$ cat src/rtl/tdt_pkg.sv
package tdt_pkg;
    typedef enum logic [2:0] {
        CS_RUN,
        CS_CLEAR,
        CS_PRESET,
        CS_ARMED,
        CS_TEST
    } ctl_state_t;

    typedef enum logic {
        PG_IDLE,
        PG_FIRE
    } pulse_state_t;
endpackage

$ cat src/rtl/tdt_edge_detect.sv
module tdt_edge_detect #(
    parameter int SYNC_STAGES = 2
) (
    input  logic clk,
    input  logic rst_n,
    input  logic async_in,
    output logic fall_o
);
    logic [SYNC_STAGES-1:0] sync_q;
    logic                   last_q;

    always_ff @(posedge clk or negedge rst_n) begin
        if (!rst_n) begin
            sync_q <= '0;
            last_q <= 1'b0;
        end else begin
            sync_q <= {sync_q[SYNC_STAGES-2:0], async_in};
            last_q <= sync_q[SYNC_STAGES-1];
        end
    end

    assign fall_o = last_q & ~sync_q[SYNC_STAGES-1];
endmodule

$ cat src/rtl/tdt_stage_chain.sv
module tdt_stage_chain #(
    parameter int W   = 24,
    parameter int SEC = 8
) (
    input  logic         clk,
    input  logic         rst_n,
    input  logic         clear_i,
    input  logic         adv_i,
    input  logic         bypass_i,
    input  logic         split_i,
    output logic [W-1:0] count_o
);
    localparam int NSEC = W / SEC;
    localparam logic [W-1:0]     FULL_ONE = 1;
    localparam logic [W-SEC-1:0] UP_ONE   = 1;
    localparam logic [SEC-1:0]   SEC_ONE  = 1;

    logic [W-1:0] count_q;
    logic [W-1:0] nxt_full;
    logic [W-1:0] nxt_byp;
    logic [W-1:0] nxt_split;
    logic [W-1:0] nxt_sel;

    assign nxt_full = count_q + FULL_ONE;
    assign nxt_byp  = {count_q[W-1:SEC] + UP_ONE, count_q[SEC-1:0]};

    for (genvar s = 0; s < NSEC; s++) begin : g_sec
        assign nxt_split[s*SEC +: SEC] = count_q[s*SEC +: SEC] + SEC_ONE;
    end

    always_comb begin
        if (split_i)       nxt_sel = nxt_split;
        else if (bypass_i) nxt_sel = nxt_byp;
        else               nxt_sel = nxt_full;
    end

    always_ff @(posedge clk or negedge rst_n) begin
        if (!rst_n)       count_q <= '0;
        else if (clear_i) count_q <= '0;
        else if (adv_i)   count_q <= nxt_sel;
    end

    assign count_o = count_q;
endmodule

$ cat src/rtl/tdt_pulse_gen.sv
module tdt_pulse_gen
    import tdt_pkg::*;
#(
    parameter int LEN_W = 8
) (
    input  logic             clk,
    input  logic             rst_n,
    input  logic             clear_i,
    input  logic             enable_i,
    input  logic             level_i,
    input  logic [LEN_W-1:0] len_i,
    output logic             pulse_o
);
    localparam logic [LEN_W-1:0] LEN_ONE = 1;

    pulse_state_t     state_q, state_d;
    logic [LEN_W-1:0] left_q, left_d;
    logic             prev_q;
    logic             rise;

    assign rise = level_i & ~prev_q;

    always_ff @(posedge clk or negedge rst_n) begin
        if (!rst_n) begin
            state_q <= PG_IDLE;
            left_q  <= '0;
            prev_q  <= 1'b0;
        end else if (clear_i) begin
            state_q <= PG_IDLE;
            left_q  <= '0;
            prev_q  <= 1'b0;
        end else begin
            state_q <= state_d;
            left_q  <= left_d;
            prev_q  <= level_i;
        end
    end

    always_comb begin
        state_d = state_q;
        left_d  = left_q;
        unique case (state_q)
            PG_IDLE: begin
                if (enable_i && rise) begin
                    state_d = PG_FIRE;
                    left_d  = (len_i == '0) ? LEN_ONE : len_i;
                end
            end
            PG_FIRE: begin
                left_d = left_q - LEN_ONE;
                if (left_q == LEN_ONE) state_d = PG_IDLE;
            end
            default: state_d = PG_IDLE;
        endcase
    end

    assign pulse_o = (state_q == PG_FIRE);
endmodule

$ cat src/rtl/prog_divider_timer.sv
module prog_divider_timer
    import tdt_pkg::*;
#(
    parameter int STAGES  = 24,
    parameter int SECTION = 8,
    parameter int SEL_W   = 4,
    parameter int LEN_W   = 8
) (
    input  logic              clk,
    input  logic              rst_n,
    input  logic              tin_i,
    input  logic              set_i,
    input  logic              clr_i,
    input  logic              bypass_i,
    input  logic              hold_i,
    input  logic              osc_hold_i,
    input  logic [SEL_W-1:0]  sel_i,
    input  logic              pulse_en_i,
    input  logic [LEN_W-1:0]  pulse_len_i,
    output logic              dout_o,
    output logic [STAGES-1:0] count_o
);
    localparam int NSEL = STAGES - SECTION;

    ctl_state_t        state_q, state_d;
    logic              fall;
    logic              test_mode, clr_eff, set_eff, chain_clear;
    logic              cnt_phase, advance;
    logic [NSEL-1:0]   upper;
    logic              sel_bit, pulse, stage_out;

    tdt_edge_detect #(.SYNC_STAGES(2)) u_edge (
        .clk      (clk),
        .rst_n    (rst_n),
        .async_in (tin_i),
        .fall_o   (fall)
    );

    assign test_mode   = bypass_i & set_i & clr_i;
    assign clr_eff     = clr_i & ~test_mode;
    assign set_eff     = set_i & ~clr_i;
    assign chain_clear = clr_eff | set_eff;
    assign cnt_phase   = (state_q == CS_RUN) || (state_q == CS_CLEAR) || (state_q == CS_TEST);
    assign advance     = fall & ~hold_i & ~osc_hold_i & cnt_phase & ~chain_clear;

    tdt_stage_chain #(.W(STAGES), .SEC(SECTION)) u_chain (
        .clk      (clk),
        .rst_n    (rst_n),
        .clear_i  (chain_clear),
        .adv_i    (advance),
        .bypass_i (bypass_i),
        .split_i  (test_mode),
        .count_o  (count_o)
    );

    assign upper   = count_o[STAGES-1:SECTION];
    assign sel_bit = upper[sel_i];

    tdt_pulse_gen #(.LEN_W(LEN_W)) u_pulse (
        .clk      (clk),
        .rst_n    (rst_n),
        .clear_i  (chain_clear),
        .enable_i (pulse_en_i),
        .level_i  (sel_bit),
        .len_i    (pulse_len_i),
        .pulse_o  (pulse)
    );

    assign stage_out = pulse_en_i ? pulse : sel_bit;

    // State register
    always_ff @(posedge clk or negedge rst_n) begin
        if (!rst_n) state_q <= CS_RUN;
        else        state_q <= state_d;
    end

    // Next-state logic
    always_comb begin
        if (test_mode)    state_d = CS_TEST;
        else if (clr_eff) state_d = CS_CLEAR;
        else if (set_eff) state_d = CS_PRESET;
        else begin
            unique case (state_q)
                CS_RUN, CS_CLEAR, CS_TEST: state_d = CS_RUN;
                CS_PRESET, CS_ARMED:       state_d = fall ? CS_RUN : CS_ARMED;
                default:                   state_d = CS_RUN;
            endcase
        end
    end

    // Output logic
    always_comb begin
        if (test_mode)    dout_o = stage_out;
        else if (clr_eff) dout_o = 1'b0;
        else if (set_eff) dout_o = 1'b1;
        else begin
            unique case (state_q)
                CS_RUN, CS_CLEAR, CS_TEST: dout_o = stage_out;
                CS_PRESET, CS_ARMED:       dout_o = 1'b1;
                default:                   dout_o = 1'b0;
            endcase
        end
    end
endmodule

$ cat config.mk
export PLATFORM = sky130hd
export DESIGN_NAME = prog_divider_timer
export DESIGN_NICKNAME = d
export VERILOG_FILES = /design/src/rtl/tdt_pkg.sv /design/src/rtl/tdt_edge_detect.sv /design/src/rtl/tdt_stage_chain.sv /design/src/rtl/tdt_pulse_gen.sv /design/src/rtl/prog_divider_timer.sv
export SDC_FILE = /design/constraint.sdc
export NUM_CORES = 1
export LEC_CHECK = 0
export BUFFER_PORTS_ARGS = -buffer_cell sky130_fd_sc_hd__buf_2
export CORE_MARGIN = 10
export CORE_UTILIZATION = 40
export DETAILED_ROUTE_END_ITERATION = 8
export PLACE_DENSITY = 0.59
export REMOVE_ABC_BUFFERS = 1
export SLEW_MARGIN = 20
export SYNTH_ARGS = -nofsm -noshare
export SYNTH_HDL_FRONTEND = slang
export SYNTH_HIERARCHICAL = 1
export SYNTH_SLANG_ARGS = --single-unit
export TNS_END_PERCENT = 100
$ cat constraint.sdc
create_clock -name clk -period 2.8 [get_ports clk]
set_input_delay 0.14 -clock clk [delete_from_list [all_inputs] [get_ports clk]]
set_output_delay 0.14 -clock clk [all_outputs]
set_load 0.005 [all_outputs]
Word level (Yosys, flattened, before mapping). Index checks and enable logic that the tools add are counted.

Reductions and logical operators: 9. $add $sub $neg: 6. Equality and inequality tests: 7. Multiplexer cells: 25. Magnitude comparators: 1. Bitwise gates (word level): 19.

Operators with widths (count): $mux 24 (4); $add 24x1->24 const B (1); $add 8x1->8 const B (3); $mux 8 (3); $add 16x1->16 const B (1); $pmux 8 s2 (1); $and 1x1->1 (10); $mux 1 (9); $eq 8x1->1 const B (1); $logic_not 8->1 (1); $mux 2 (4); $not 1->1 (8); $sub 8x1->8 const B (1); $eq 3x2->1 const B (2); $lt 4x5->1 const B (1); $bmux 1 s4 (1); $pmux 1 s2 (2); $eq 3x1->1 const B (1); $eq 3x3->1 const B (1); $logic_not 3->1 (1); $mux 3 (1); $ne 3x1->1 const B (1); $ne 3x2->1 const B (1); $reduce_or 3->1 (1); 6 further kinds (7).

Output and inout port bits: 25. Flip-flop bits (word level): 40. Logic and storage cells: 75. Input bits: 21.

Longest topological paths before layout.
Depth in word-level cells: 9. Gate-level depth with buffers: 10. Depth with buffers taken out: 9.

Cells and area by module. The synthesis kept the hierarchy.

By module, submodules not included: tdt_stage_chain (times used 1, area each 1353.8 µm², sequential area each 600.6 µm², cells each 147); tdt_pulse_gen (times used 1, area each 664.4 µm², sequential area each 250.2 µm², cells each 68); prog_divider_timer (times used 1, area each 311.5 µm², sequential area each 75.1 µm², cells each 31); tdt_edge_detect (times used 1, area each 88.8 µm², sequential area each 75.1 µm², cells each 4).

Least setup slack after synthesis. OpenSTA, ideal clock, no wires.

Path type: reg2reg. From: reg u_chain.count_q[19] (netlist: u_chain/count_o[19]). To: reg u_pulse.left_q[2]. Setup time: 0.136 ns. Clock period less this slack: 1.991 ns. Path slack: 0.809 ns. Stages on the path, launching flop included: 7. Data arrival time: 1.854 ns. Required time: 2.664 ns. Buffers on the path: 0. Path through: dfrtp_1 mux4_1 mux2i_1 mux2i_1 and4bb_2 a222oi_1 a21oi_1.

Cells in the longest elaborated chain, start to end: 5.

Ends and longest elaborated chain: start, declared (line tdt_stage_chain.sv:18) `logic [W-1:0] count_q;`; start signal, assigned (line tdt_stage_chain.sv:40) `else if (adv_i) count_q <= nxt_sel;`; $bmux 1 s4 (line prog_divider_timer.sv:57) `assign sel_bit = upper[sel_i];`; $mux 1 (implied by the code) (line prog_divider_timer.sv:57); named net sel_bit (line prog_divider_timer.sv:30) `logic sel_bit, pulse, stage_out;`; $and 1x1->1 (line tdt_pulse_gen.sv:21) `assign rise = level_i & ~prev_q;`; $logic_and 1x1->1 (line tdt_pulse_gen.sv:44) `if (enable_i && rise) begin`; $ne 3x2->1 (no source line); end signal, assigned (line tdt_pulse_gen.sv:34) `left_q <= left_d;`; end, declared (line tdt_pulse_gen.sv:17) `logic [LEN_W-1:0] left_q, left_d;`.

The timed path passes the listed nets, and every way through them passes these cells. The select of a mux whose other input is x is not followed. A chain may end at the register's enable or synchronous reset.

Worst setup path in the final report.
From: reg u_chain.count_q[11] (netlist: u_chain/count_o[11]). To: reg u_pulse.left_q[6].

Same word-level chain as after synthesis.

==> flow_summary.toml <==
[routing]
wirelength_mm = 6.189
detail_route.drc_violations = 0
routed_wire_length_per_instance_um = 16.59
initialDrtViolationCount = 116
detail-route-antenna-nets = 0
firstDrtPassIters = 4
route.detailed.vias_per_inst = 5.499
total_number_of_vias = 2051

[global_route]
grt_antenna_before_repair = 0
grt_remaining_overflow = 0
global_route_wire_length_before_repair_mm = 10.50
first_global_vias = 2049
grt_util_met1_pct = 17.44
top_usage_layer = "met2"
grt_use_met2_pct = 20.13
use_met3_pct = 3.453
pin_count_of_the_biggest_net_entering_global_routing = 41
groute.usage.overall_pct = 13.02

[place]
postPlaceCellArea_um2 = 2724
place.detailed.hpwl_mm = 4.485
gpl.final_weighted_congestion = 0.8032
io_buffer_count = 45

[die]
die-area_um2 = 9557
design.portCount = 46
floorplan.initialDensity_pct = 41.09
floorplan.core_area_um2 = 5886
core.rowCount = 28
die_width_um = 97.76
die_height_um = 97.76

[power_and_ir_drop]
clock_power_share_pct = 37.1
p_per_area_nw_per_um2 = 387.9
ir_worst_vdd_v = 0.0002663
design_internal_power_uw = 822.0
pwr-share-seq_pct = 54.0
power.share.switching_pct = 24.96
leakage_uw = 0.001307
power.combinational.fraction_pct = 9.0
net_switching_component_of_the_power_uw = 273.4

[sta]
achievable-frequency_mhz = 440.5
fin_clk_skew_ns = 0.007923
slew_headroom_pct = 39.05
post-route-period-util_pct = 81.08
grt_setup_unrepaired = "false"
count_of_final_max_slew_check_failures = 0
timing_worst_slew_pin_value_ns = 0.9143
timing.final.hold_violations = 40
layout_min_cycle_time_ns = 2.270
worst_hold_slack_ns = -0.02749
final-setup-viol-count = 0

[synth]
netlist_instances = 250
synth_compound_gate_area_share_pct = 13.04
synth-seq-area-share_pct = 41.39
yosys.area_share.xor_xnor_pct = 6.156
post_synth_and_or_nand_nor_area_fraction_pct = 27.32
synthesis.yosys.warnings = 6
synth_top_family_by_area = "simple AND/OR/NAND/NOR gates"
synth-edff-count = 0
syn_area_per_cell_um2 = 9.674
synthFlopType = "dfrtp_1"
synthAdderAreaFrac_pct = 2.587
synth_cell_types = 60
synthArstFlopShare_pct = 100.0
mux_contribution_to_synthesized_area_pct = 6.829
mappedNetlistArea_um2 = 2419
postSynthRegisterBits = 40

[clocking]
cts.sinks = 40
cts.reportedPaths.clkPinSlew_ns = 0.08
cts-root-buf = "clkbuf_8"
cts_htree_levels = 2
tritoncts = "yes"
worstSkewPairLatency_ns = 0.29
cts-buffers-inserted = 5
clock_path_buffers = 2
postCtsSetupBuffers = 0

[final_layout]
seqCellArea_um2 = 1001
fillCellCount = 577
diodes_inserted = 0
most_common_library_cell_in_the_layout_ignoring_fill_and_taps = "buf_2"
drive_gt1_share_pct = 21.48
multi_input_area_um2 = 1355
layout.nets = 323
layout_common_cells = "45 x buf_2, 40 x dfrtp_1, 32 x nor2_1"
stdcell_area_um2 = 2824
area.growth.synth_to_final_pct = 16.76

[worst_setup_path]
crit_path_class = "reg -> reg"
critPathMaxStageDelay_ns = 0.47
cp_data_arrival_time_ns = 2.41
cp_cell_sequence = "mux4_1, mux2i_1, mux2i_1, nand3b_1, a211oi_1, a311oi_1"
startpoint_type = "flop"
critical_path.max_fanout = 8
required_worst_endpoint_ns = 2.94
worstSetupEndpointType = "flop"
path_delay_family = "multiplexers"
path_common_cell = "mux2i_1"
slowest_stage = "mux2i_1"
cp.buffers_inverters = 0

[flow_run]
number_of_max_capacitance_violations_reported = 0

[worst_hold_path]
hold_path.class = "in -> async"

[run_status]
failed_checks = "hold timing"
status = "finished with violations"
metrics by stage:
stage	setup TNS (ns)	total power [uW]	setup slack, ns	std cells	util [%]
2_1_floorplan	-1.778	648.3	-0.2237	242	-
3_3_place_gp	0	700.4	0.6253	364	46.28
3_5_place_dp	0	701.3	0.5673	364	46.28
4_1_cts	0	1106	0.5425	373	47.98
5_1_grt	0	1141	0.3574	373	47.98
6_report	0	1095	0.5297	373	47.98
cells by family after synthesis:
family | after synthesis
muxes | 10
adders and majority gates | 5
xor gates and xnor gates | 17
and+or+nand+nor | 116
DFF | 40
buffers and inverters | 17
AOI/OAI and AO/OA | 45
flip-flops by register name, summed over array words and instances (netlist names):
| signal | flops |
|---|---|
| state_q | 3 |
| u_chain/count_o | 24 |
| u_edge/last_q | 1 |
| u_edge/sync_q | 2 |
| u_pulse/left_q | 8 |
| u_pulse/prev_q | 1 |
| u_pulse/pulse_o | 1 |
power by group through the flow:
stage,clock (uW),sequential (uW),combinational (uW)
after floorplan,0,602,46.8
after global placement,0,603,97.7
after detailed placement,0,603,98.4
after CTS,415,591,99.9
after global routing,438,592,111
final,406,591,98.3
what timing repair did:
item / in CTS / in global routing
hold buffers: 1 / 0
setup endpoints to repair: 0 / 0
hold endpoints to repair: 1 / 0
gates resized for setup: 0 / 0
synthesized netlist by cell type, drive strengths merged (3+ instances only):
cell,number,area (um^2)
dfrtp,40,1001
nor2,33,123.9
xor2,15,131.4
nand2,14,52.55
nand3,12,60.06
a21oi,11,55.05
nand4,10,75.07
inv,9,33.78
clkbuf,6,22.52
mux2i,6,60.06
nor2b,6,45.04
o21ai,6,37.54
ha,5,62.56
nand2b,5,31.28
nor3,5,25.02
a211oi,4,30.03
mux4,4,105.1
or3,4,25.02
a31oi,3,18.77
and3,3,18.77
nor4,3,18.77
final cells by class:
class	count	area share (%)
Timing Repair Buffer	48	8.861
Tap cell	75	3.323
Sequential cell	40	35.45
Multi-Input combinational cell	193	47.98
Inverter	9	1.196
Clock buffer	8	3.190
per-layer routing:
metal  share of wire [%]  wire length [um]  vias up
met1                  48              2976      998
met3                 4.0               246        7
met2                  47              2907       35
li1                    -                 -     1011
met4                0.92                57        0
met5                   0                 0        -
final timing paths:
kind                                                  from                         endpoint  slack (ns)  depth (start not counted)
max                        u_chain/count_o[11]$_DFFE_PN0P_    u_pulse/left_q[6]$_DFFE_PN0P_        0.53                          6
min                                                  rst_n    u_pulse/left_q[3]$_DFFE_PN0P_       -0.03                          1
max reg2reg                u_chain/count_o[11]$_DFFE_PN0P_    u_pulse/left_q[6]$_DFFE_PN0P_        0.53                          6
min reg2reg                     u_edge/sync_q[0]$_DFF_PN0_       u_edge/sync_q[1]$_DFF_PN0_        0.35                          0
max in group asynchronous                            rst_n  u_chain/count_o[17]$_DFFE_PN0P_        2.25                          1
min in group clk                                     clr_i             state_q[1]$_DFF_PN0_        0.06                          2
(Power assumes the default switching activity.)
